`src/rtl/cgra_pkg.sv`:
```
package cgra_pkg;
  localparam int DW     = 8;
  localparam int SEL_W  = 2;
  localparam int OP_W   = 2;
  localparam int CFG_W  = 2 * SEL_W + OP_W;
  localparam int ROWS   = 2;
  localparam int COLS   = 2;
  localparam int NPE    = ROWS * COLS;
  localparam int CHAIN  = NPE * CFG_W;

  typedef enum logic [SEL_W-1:0] {SRC_N = 2'd0, SRC_S = 2'd1, SRC_E = 2'd2, SRC_W = 2'd3} src_e;
  typedef enum logic [OP_W-1:0]  {OP_ADD = 2'd0, OP_SUB = 2'd1, OP_AND = 2'd2, OP_XOR = 2'd3} op_e;

  function automatic logic [DW-1:0] pick_src(input logic [SEL_W-1:0] sel,
      input logic [DW-1:0] n, input logic [DW-1:0] s,
      input logic [DW-1:0] e, input logic [DW-1:0] w);
    case (src_e'(sel))
      SRC_N:   return n;
      SRC_S:   return s;
      SRC_E:   return e;
      default: return w;
    endcase
  endfunction

  function automatic logic [DW-1:0] alu_eval(input logic [OP_W-1:0] op,
      input logic [DW-1:0] a, input logic [DW-1:0] b);
    case (op_e'(op))
      OP_ADD:  return a + b;
      OP_SUB:  return a - b;
      OP_AND:  return a & b;
      default: return a ^ b;
    endcase
  endfunction
endpackage

```
`src/rtl/cgra_pe.sv`:
```
module cgra_pe
  import cgra_pkg::*;
(
  input  logic          clk,
  input  logic          rst_n,
  input  logic          shift_i,
  input  logic          cfg_di,
  output logic          cfg_do,
  input  logic          run_i,
  input  logic [DW-1:0] n_i,
  input  logic [DW-1:0] s_i,
  input  logic [DW-1:0] e_i,
  input  logic [DW-1:0] w_i,
  output logic [DW-1:0] y_o
);
  logic [CFG_W-1:0] cfg_q;
  logic [DW-1:0]    y_q, opa, opb, res;

  always_comb begin
    opa = pick_src(cfg_q[CFG_W-1 -: SEL_W], n_i, s_i, e_i, w_i);
    opb = pick_src(cfg_q[OP_W +: SEL_W], n_i, s_i, e_i, w_i);
    res = alu_eval(cfg_q[OP_W-1:0], opa, opb);
  end

  always_ff @(posedge clk) begin
    if (!rst_n)       cfg_q <= '0;
    else if (shift_i) cfg_q <= {cfg_q[CFG_W-2:0], cfg_di};
  end

  always_ff @(posedge clk) begin
    if (!rst_n)     y_q <= '0;
    else if (run_i) y_q <= res;
  end

  assign cfg_do = cfg_q[CFG_W-1];
  assign y_o    = y_q;


  cfg_hold_chk: assert property (@(posedge clk) disable iff (!rst_n) !shift_i |=> $stable(cfg_q));

  run_hold_chk: assert property (@(posedge clk) disable iff (!rst_n) !run_i |=> $stable(y_q));
endmodule

```
`src/rtl/cgra_cfg_ctrl.sv`:
```
module cgra_cfg_ctrl #(
  parameter int LEN = 24
) (
  input  logic clk,
  input  logic rst_n,
  input  logic shift_i,
  output logic done_o
);
  localparam int CW = $clog2(LEN + 1);
  logic [CW-1:0] cnt_q;
  logic          full;

  assign full = (cnt_q == CW'(LEN));

  always_ff @(posedge clk) begin
    if (!rst_n)                cnt_q <= '0;
    else if (shift_i && !full) cnt_q <= cnt_q + 1'b1;
  end

  assign done_o = full;


  done_sticky_chk: assert property (@(posedge clk) disable iff (!rst_n) done_o |=> done_o);

  cnt_step_chk: assert property (@(posedge clk) disable iff (!rst_n)
    (shift_i && !done_o) |=> (cnt_q == $past(cnt_q) + 1'b1));
endmodule

```
`src/rtl/cgra_tile_top.sv`:
```
module cgra_tile_top
  import cgra_pkg::*;
(
  input  logic       clk,
  input  logic       rst_n,
  input  logic [7:0] ui_in,
  output logic [7:0] uo_out,
  input  logic [7:0] uio_in,
  output logic [7:0] uio_out,
  output logic [7:0] uio_oe
);
  logic          ser_di, shift_req, run_req, cfg_mode, load_req, xor_view;
  logic [1:0]    out_sel;
  logic          shift_ev, run_ev, load_ev, chain_tail, cfg_done;
  logic [DW-1:0] in_q;
  logic [DW-1:0] pe_y [NPE];
  logic          chain_o [NPE];
  logic [DW-1:0] view;

  assign ser_di    = uio_in[0];
  assign shift_req = uio_in[1];
  assign run_req   = uio_in[2];
  assign out_sel   = uio_in[4:3];
  assign cfg_mode  = uio_in[5];
  assign load_req  = uio_in[6];
  assign xor_view  = uio_in[7];

  assign shift_ev = cfg_mode && shift_req;
  assign run_ev   = !cfg_mode && run_req;
  assign load_ev  = load_req;

  always_ff @(posedge clk) begin
    if (!rst_n)       in_q <= '0;
    else if (load_ev) in_q <= ui_in;
  end

  for (genvar r = 0; r < ROWS; r++) begin : g_row
    for (genvar c = 0; c < COLS; c++) begin : g_col
      localparam int IDX = r * COLS + c;
      logic [DW-1:0] nn, ss, ee, ww;
      logic          cin;
      if (r == 0) begin : g_n
        assign nn = in_q;
      end else begin : g_n
        assign nn = pe_y[IDX-COLS];
      end
      if (r == ROWS-1) begin : g_s
        assign ss = '0;
      end else begin : g_s
        assign ss = pe_y[IDX+COLS];
      end
      if (c == COLS-1) begin : g_e
        assign ee = '0;
      end else begin : g_e
        assign ee = pe_y[IDX+1];
      end
      if (c == 0) begin : g_w
        assign ww = in_q;
      end else begin : g_w
        assign ww = pe_y[IDX-1];
      end
      if (IDX == 0) begin : g_ci
        assign cin = ser_di;
      end else begin : g_ci
        assign cin = chain_o[IDX-1];
      end
      cgra_pe u_pe (
        .clk(clk), .rst_n(rst_n), .shift_i(shift_ev), .cfg_di(cin),
        .cfg_do(chain_o[IDX]), .run_i(run_ev),
        .n_i(nn), .s_i(ss), .e_i(ee), .w_i(ww), .y_o(pe_y[IDX])
      );
    end
  end

  assign chain_tail = chain_o[NPE-1];

  cgra_cfg_ctrl #(.LEN(CHAIN)) u_ctrl (
    .clk(clk), .rst_n(rst_n), .shift_i(shift_ev), .done_o(cfg_done)
  );

  always_comb begin
    if (xor_view) begin
      view = '0;
      for (int i = 0; i < NPE; i++) view = view ^ pe_y[i];
    end else begin
      view = pe_y[out_sel];
    end
  end

  assign uo_out  = view;
  assign uio_out = {6'b0, cfg_done, chain_tail};
  assign uio_oe  = cfg_mode ? 8'h00 : 8'h03;


  latch_hold_chk: assert property (@(posedge clk) disable iff (!rst_n) !load_ev |=> $stable(in_q));

  tail_exec_chk: assert property (@(posedge clk) disable iff (!rst_n) !cfg_mode |=> $stable(chain_tail));

  pe_cfgmode_chk: assert property (@(posedge clk) disable iff (!rst_n)
    cfg_mode |=> ($stable(pe_y[0]) && $stable(pe_y[1]) && $stable(pe_y[2]) && $stable(pe_y[3])));
endmodule

```
`config.mk`:
```
export PLATFORM = sky130hd
export DESIGN_NAME = cgra_tile_top
export DESIGN_NICKNAME = d
export VERILOG_FILES = /design/src/rtl/cgra_pkg.sv /design/src/rtl/cgra_pe.sv /design/src/rtl/cgra_cfg_ctrl.sv /design/src/rtl/cgra_tile_top.sv
export SDC_FILE = /design/constraint.sdc
export NUM_CORES = 1
export LEC_CHECK = 0
export CORE_ASPECT_RATIO = 1.75
export CORE_UTILIZATION = 56
export DETAILED_ROUTE_END_ITERATION = 8
export PLACE_DENSITY = 0.84
export SLEW_MARGIN = 20
export SYNTH_ARGS = -nofsm -noshare
export SYNTH_HDL_FRONTEND = slang
export SYNTH_SLANG_ARGS = --single-unit
```
`constraint.sdc`:
```
create_clock -name clk -period 3.3 [get_ports clk]
set_input_delay 0.66 -clock clk [delete_from_list [all_inputs] [get_ports clk]]
set_output_delay 0.66 -clock clk [all_outputs]
set_load 0.1 [all_outputs]
```
==> results of run 1 <==
## cells in the final DEF (no fill, tap or decap), drive strengths merged, types with 4 or more instances in the layout
| cell | n |
|---|---|
| clkbuf | 11 |
| a22o | 25 |
| and2 | 8 |
| nor2b | 23 |
| fa | 4 |
| buf | 130 |
| nor2 | 44 |
| a21oi | 30 |
| a21boi | 36 |
| mux4 | 8 |
| o41ai | 4 |
| o211a | 9 |
| nand2 | 113 |
| ha | 67 |
| o21ai | 62 |
| clkdlybuf4s50 | 16 |
| xnor2 | 59 |
| conb | 12 |
| xor2 | 18 |
| a31oi | 4 |
| nand3 | 23 |
| o211ai | 25 |
| mux2 | 19 |
| inv | 37 |
| or4 | 4 |
| a221o | 6 |
| a22oi | 17 |
| nor3 | 5 |
| mux2i | 49 |
| dfxtp | 69 |
| nand2b | 20 |
| nand3b | 4 |
## through the flow
stage / instance area, sq um / std cells / total power, uW / setup TNS [ps]
finish: 8920 / 1163 / 3820 / -30.2
global placement: 8300 / 1139 / 2730 / -201
detailed placement: 8300 / 1139 / 2780 / -545
global route: 8920 / 1163 / 4000 / -466
CTS: 8700 / 1159 / 3700 / -56.4
floorplan: 7310 / 916 / 2220 / -1820
## cells by family after synthesis
logic type	Yosys count	synth area share (%)
AO/OA/AOI/OAI	238	22.9
other	1	0.0517
AND/OR/NAND/NOR	254	16.5
adder cells (fa/ha/maj)	71	12.7
flip-flops	69	19.0
buffers and inverters	119	7.28
XOR/XNOR	77	9.29
multiplexers	76	12.2
## tightest hold or removal path: stages, from the launching register on
cell	delay, ps
dfxtp_1	330
nand2_1	60
a21boi_0	60
## report_power, final
part	total (uW)	switching, uW	internal, uW
clock network	869	366	503
logic	1950	1100	859
registers	1000	112	888
total	3820	1570	2250
## registers in the layout (all words and copies together), names as in the netlist
signal,cells
g_row.g_col.nn,8
g_row.g_col.u_pe.cfg_q,24
u_ctrl.cnt_q,5
g_row.g_col.u_pe.y_o,32
## final cells by class
| cell class | instances | area, sq um |
|---|---|---|
| multi-input combinational | 728 | 5680 |
| sequential | 69 | 1390 |
| timing repair buffer | 146 | 1240 |
| inverter | 37 | 139 |
| tap | 168 | 210 |
| clock buffer | 11 | 233 |
| fill | 944 | 3640 |
| clock inverter | 4 | 26.3 |
## routing by layer
metal / vias up / GRT usage [%] / part of all wire, %
met4: 0 / 24.1 / 8.6
met3: 145 / 7.04 / 7.3
met2: 390 / 60.6 / 50
met1: 3496 / 37.2 / 35
met5: - / 0 / 0
li1: 3368 / - / -
## path summary, 6_finish.rpt
check	end	cells past startpoint	startpoint
hold / removal	g_row[1].g_col[1].u_pe.cfg_q[3]	2	g_row[1].g_col[1].u_pe.cfg_q[2]
hold reg to reg	g_row[1].g_col[1].u_pe.cfg_q[3]	2	g_row[1].g_col[1].u_pe.cfg_q[2]
setup / recovery	g_row[0].g_col[0].u_pe.y_o[7]	18	g_row[0].g_col[0].u_pe.cfg_q[2]
setup reg to reg	g_row[0].g_col[0].u_pe.y_o[7]	18	g_row[0].g_col[0].u_pe.cfg_q[2]
## cell usage after synthesis, types with 4 or more instances
cell and n:
a22oi_1 17, nand2b_1 20, buf_2 7, a21boi_0 36, nor3_1 5, xor2_1 18, mux2i_1 49, dfxtp_1 69
and2_1 8, a31oi_1 4, inv_1 37, xnor2_1 59, a22o_1 23, nor2b_1 23, a21oi_1 30, or4_1 4
buf_4 17, a221o_1 6, ha_1 67, nand3_1 23, clkbuf_1 48, nand2_1 112, o21ai_0 61, mux4_2 8
o211a_1 9, fa_1 4, nand3b_1 4, buf_1 8, o41ai_1 4, nor2_1 44, o211ai_1 25, mux2_2 18
## timing repair
action                     in CTS  in global routing
buffers inserted                5                  4
pin swaps                      12                 29
setup endpoints to repair       3                  8
gates resized for setup        29                 49
==> key figures, run 1 <==
CTS
  – CTS clk-pin slew, worst paths: 60 ps
  – H-tree depth: 3
  – Clk root buf: clkbuf_16
  – Clk buf depth: 2
  – CTS tree: built
  – Clock latency on the worst-skew pair: 340 ps
  – CTS Buf Count: 9
  – CTS Hold Bufs: 0
  – Sink Count: 69

Global routing
  – GRT Total Usage: 35.1%
  – Number of global-route vias before repair: 7210
  – Initial antenna violation count: 0
  – First-pass GRT wire length: 36300 um
  – Grt ovf: 0
  – Largest net degree at the start of global routing: 32

Timing
  – Final min period: 3330 ps
  – Hold_ws: 494 ps
  – Period utilization: 101%
  – PnR worst setup slack: -30.2 ps
  – Final Hold Fails: 0
  – F_max: 300 MHz
  – Clock Skew: 5.32 ps
  – RSZ-0062 raised after global routing: true
  – Worst-Margin Slew: 778 ps
  – Slew Limit Fails: 0
  – Relative slew slack: 48.0%
  – Final setup vio count: 1

Floorplan
  – Number of core rows: 54
  – Die height: 153 um
  – Die ar.: 13400 sq um
  – Core area: 12600 sq um
  – Die X: 88.1 um
  – # IOs: 42
  – Starting Density: 57.7%

Yosys
  – Warnings, synthesis: 0
  – Post-Syn Area: 7260 sq um
  – Yosys cell types: 58
  – Post-synth top area cell: dfxtp_1
  – Seq/Total Area, Yosys: 19.0%
  – EDFF count, synth: 0
  – Syn Inst Count: 905
  – Async set or reset register ratio after synthesis: 0%
  – Syn Area/Cell: 8.02 sq um
  – Largest cells by area after synthesis: dfxtp_1 19%, ha_1 12%, xnor2_1 7.1%, mux2i_1 6.8%, nand2_1 5.8%
  – Post-synth top flop: dfxtp_1
  – Yosys top cell area share: 19.0%
  – Synthesis-stage register bit count: 69

Placement
  – DP Wirelength: 17100 um
  – Post-place setup slack: -299 ps
  – I/O Buffers: 29
  – Placer Congestion: 1.01

Worst setup path
  – Crit Path Max Fanout: 3
  – Cell mode on critical path: buf_4
  – Crit path launch type: flip-flop
  – CP Class: reg -> reg
  – R2R setup slack: -30 ps
  – Slowest CP cell: or4_1
  – Worst path required time: 3510 ps
  – Crit path buffers/inverters: 4
  – Crit end category: flip-flop
  – CP Cell Sequence: buf_6 -> ha_4 -> a221o_1 -> o21ai_2 -> nand2_2 -> nor3_4 -> buf_4 -> buf_4 -> a21oi_2 -> xnor2_1 -> ha_2 -> nor3_4 -> nor2_2 -> o41ai_4 -> buf_4 -> nand3_1 -> nor2_1 -> or4_1
  – Crit-path leading delay family: simple AND/OR/NAND/NOR gates
  – Max stage delay on crit path: 510 ps
  – Worst EP arrival: 3540 ps

Routing
  – Residual DRC: 0
  – First DRT Iteration DRCs: 721
  – ANT nets after route: 0
  – Via density: 6.36
  – WL/cell: 20.1 um
  – Vias: 7399
  – DR pass1 iterations: 5
  – Final wirelength: 23400 um

Pwr
  – PD cells: 428 nW/um^2
  – Leakage: 0.00377 uW
  – Peak supply drop: 0.307 mV

Job
  – MaxCap Viol Count: 0

Finish
  – ANT cells: 0
  – Fraction of layout cells with a size suffix above 1: 22.8%
  – Post-layout util: 71.0%
  – P&R area growth vs syn: 22.9%
  – Final net count: 1080

Outcome
  – Outcome: complete, but fails checks
  – Failing checks: negative setup slack

Hold path
  – Worst min path class: reg -> reg
(Power assumes the default switching activity.)
==> run 2: changes to the inputs <==
--- a/config.mk
+++ b/config.mk
@@ -8,7 +8,8 @@
 export CORE_ASPECT_RATIO = 1.75
 export CORE_UTILIZATION = 56
 export DETAILED_ROUTE_END_ITERATION = 8
-export PLACE_DENSITY = 0.84
+export GPL_ROUTABILITY_DRIVEN = 0
+export PLACE_DENSITY = 0.91
 export SLEW_MARGIN = 20
 export SYNTH_ARGS = -nofsm -noshare
 export SYNTH_HDL_FRONTEND = slang
==> run 2 against run 1 <==
Effect of this change:
- the run ends with design-rule violations, negative setup slack left
- power rose by 7.7%
- cell count decreased by 0.77%
- combinational power grew 4%
- maximum frequency is 1.4% lower
- clock skew increased by 1.4 ps
- hold slack improved by 28 ps
- first-iteration DRC count increased by 98%
- final area grew 0.22%
- largest cell class unchanged
- largest power group unchanged
- highest routed layer is now met5
==> key figures, run 2 (same netlist as run 1, synthesis figures left out) <==
Outcome
  – Outcome: complete, but fails checks
  – Failing checks: design-rule violations, negative setup slack

Worst setup path
  – Worst EP arrival: 3610 ps (+70 ps)
  – Worst r2r src: g_row[0].g_col[0].u_pe.cfg_q[4]
  – Slowest CP cell: or4_1
  – Crit path buffers/inverters: 2 (-2)
  – Crit Path Max Fanout: 12 (+9)
  – Max stage delay on crit path: 490 ps (-20 ps)
  – R2R setup slack: -80 ps (-50 ps)
  – Worst path required time: 3530 ps (+20 ps)
  – Crit-path leading delay family: simple AND/OR/NAND/NOR gates
  – Cell mode on critical path: ha_1
  – Crit end category: flip-flop
  – Crit path launch type: flip-flop
  – FF-to-FF End: g_row[0].g_col[0].u_pe.y_o[7]
  – R2R depth: 11 (-7)
  – CP Class: reg -> reg
  – CP Cell Sequence: inv_1 -> ha_1 -> buf_4 -> o21ai_1 -> ha_1 -> nand3_1 -> nand3_2 -> o41ai_4 -> nor2_1 -> and3_1 -> or4_1

Global routing
  – Number of global-route vias before repair: 7811 (+8.3%)
  – Largest net degree at the start of global routing: 38 (+19%)
  – First-pass GRT wire length: 40900 um (+13%)
  – GRT Total Usage: 40.4% (+5.2 points)
  – Grt ovf: 0 (unchanged)
  – Initial antenna violation count: 2 (+2)

Hold path
  – Worst min path class: reg -> reg
  – Hold depth: 2 (unchanged)
  – Hold Path End: g_row[1].g_col[1].u_pe.cfg_q[4]
  – Hold path start: g_row[1].g_col[1].u_pe.cfg_q[4]

Timing
  – F_max: 296 MHz (-1.4%)
  – Final min period: 3380 ps (+46.7 ps)
  – Relative slew slack: 45.8% (-2.3 points)
  – Clock Skew: 6.76 ps (+1.44 ps)
  – Final Hold Fails: 0 (unchanged)
  – Worst-Margin Slew: 812 ps (+33.9 ps)
  – RSZ-0062 raised after global routing: true
  – Final setup vio count: 3 (+2)
  – PnR worst setup slack: -76.9 ps (-46.7 ps)
  – Slew Limit Fails: 0 (unchanged)
  – Period utilization: 102% (+1.4 points)

Routing
  – WL/cell: 24.2 um (+20%)
  – Via density: 6.95 (+9.3%)
  – DR top layer: met5
  – Final wirelength: 27900 um (+20%)
  – Routed met1 length: 9050 um (+12%)
  – DR WL met3: 3160 um (+84%)
  – Residual DRC: 117 (+117)
  – Met2 WL: 12600 um (+9.3%)
  – Vias: 8026 (+8.5%)
  – First DRT Iteration DRCs: 1425 (+98%)
  – ANT nets after route: 0 (unchanged)
  – DR pass1 iterations: 9 (+4)

Job
  – MaxCap Viol Count: 0 (unchanged)

Pwr
  – PD cells: 460 nW/um^2 (+7.4%)
  – Peak supply drop: 0.303 mV (-1.3%)
  – Leakage: 0.00376 uW (-0.44%)

Placement
  – Inst Count DP: 1127 (-1.1%)
  – DP Wirelength: 16900 um (-1.1%)
  – DP Area: 8210 sq um (-1.1%)
  – I/O Buffers: 29 (unchanged)
  – Post-place setup slack: -335 ps (-35.2 ps)

Finish
  – Final net count: 1070 (-0.93%)
  – Finished Cell Area: 8940 sq um (+0.22%)
  – ANT cells: 0 (unchanged)
  – Fraction of layout cells with a size suffix above 1: 22.6% (-0.20 points)
  – Max reg flops: 32 (unchanged)
  – Most frequent cells in the layout: 111 x nand2_1, 108 x buf_4, 63 x ha_1, 63 x dfxtp_1, 58 x xnor2_1
  – # fillers: 834 (-12%)
  – Non-filler cells in the finished layout: 1154 (-0.77%)
  – Most common cell after layout, fill and taps aside: nand2_1
  – P&R area growth vs syn: 23.2%
  – Multi-input logic area: 5710 sq um (+0.59%)
  – Post-layout util: 71.2% (+0.16 points)
  – Register area: 1400 sq um (+0.36%)

CTS
  – CTS Buf Count: 9 (unchanged)
  – Clk root buf: clkbuf_16
  – CTS Hold Bufs: 0 (unchanged)
  – Sink Count: 69 (unchanged)
  – Clk buf depth: 2 (unchanged)
  – H-tree depth: 3 (unchanged)
  – Clock latency on the worst-skew pair: 350 ps (about the same)
  – CTS clk-pin slew, worst paths: 60 ps (about the same)
  – CTS tree: built

Floorplan
  – Die X: 88.1 um (unchanged)
  – Core area: 12600 sq um (unchanged)
  – Number of core rows: 54 (unchanged)
  – Die ar.: 13400 sq um (unchanged)
  – # IOs: 42 (unchanged)
  – Die height: 153 um (unchanged)
  – Starting Density: 57.7% (unchanged)
## run 2: per-layer routing
metal,GRT usage (%),vias up
met2,65.3,703
met5,0,-
met3,10.2,311
li1,-,3337
met4,32.6,2
met1,43.2,3673
## run 2: worst max-delay path by stage
stage,to,depth (start not counted),start
6_report,g_row[0].g_col[0].u_pe.y_o[7],11,g_row[0].g_col[0].u_pe.cfg_q[4]
5_1_grt,g_row[0].g_col[0].u_pe.y_o[7],14,g_row[0].g_col[0].u_pe.cfg_q[2]
4_1_cts,g_row[0].g_col[0].u_pe.y_o[7],15,g_row[0].g_col[0].u_pe.cfg_q[2]
3_5_place_dp,g_row[1].g_col[0].u_pe.y_o[7],13,g_row[1].g_col[0].u_pe.cfg_q[3]
3_3_place_gp,g_row[1].g_col[0].u_pe.y_o[7],12,g_row[1].g_col[0].u_pe.cfg_q[3]
2_1_floorplan,uo_out[5],4,uio_in[4]
## run 2: repair_timing
| action | CTS | global route |
|---|---|---|
| endpoints found under the setup margin | 4 | 10 |
| buffers inserted | 6 | 5 |
| resized for setup | 35 | 52 |
| pin swaps | 12 | 27 |
## run 2: worst register-to-register path: cells and delay by family, from the launching register on
kind            cells  cell delay [ps]
compound gates      2              730
fa+ha+maj           2              810
buf+inv             2              300
flops               1              380
simple gates        5             1030
## run 2: report_power, final
| part | total (uW) | internal [uW] | switching [uW] |
|---|---|---|---|
| Combinational | 2020 | 861 | 1160 |
| Sequential | 1020 | 887 | 135 |
| Clock | 1070 | 665 | 410 |
## run 2: final cells by class
class | instances | area share, %
well taps | 168 | 2.35
clock inverters | 5 | 0.923
inverters | 37 | 1.55
repair buffers | 136 | 13.1
clock buffers | 11 | 2.60
flip-flops and latches | 69 | 15.6
multi-input cells | 728 | 63.9
## run 2: through the flow
step	setup TNS [ps]	hold WS, ps	power (uW)
floorplan	-1820	463	2220
global placement	-174	473	2690
detailed placement	-521	492	2750
CTS	-77.2	514	3860
global route	-894	533	4250
finish	-154	522	4120
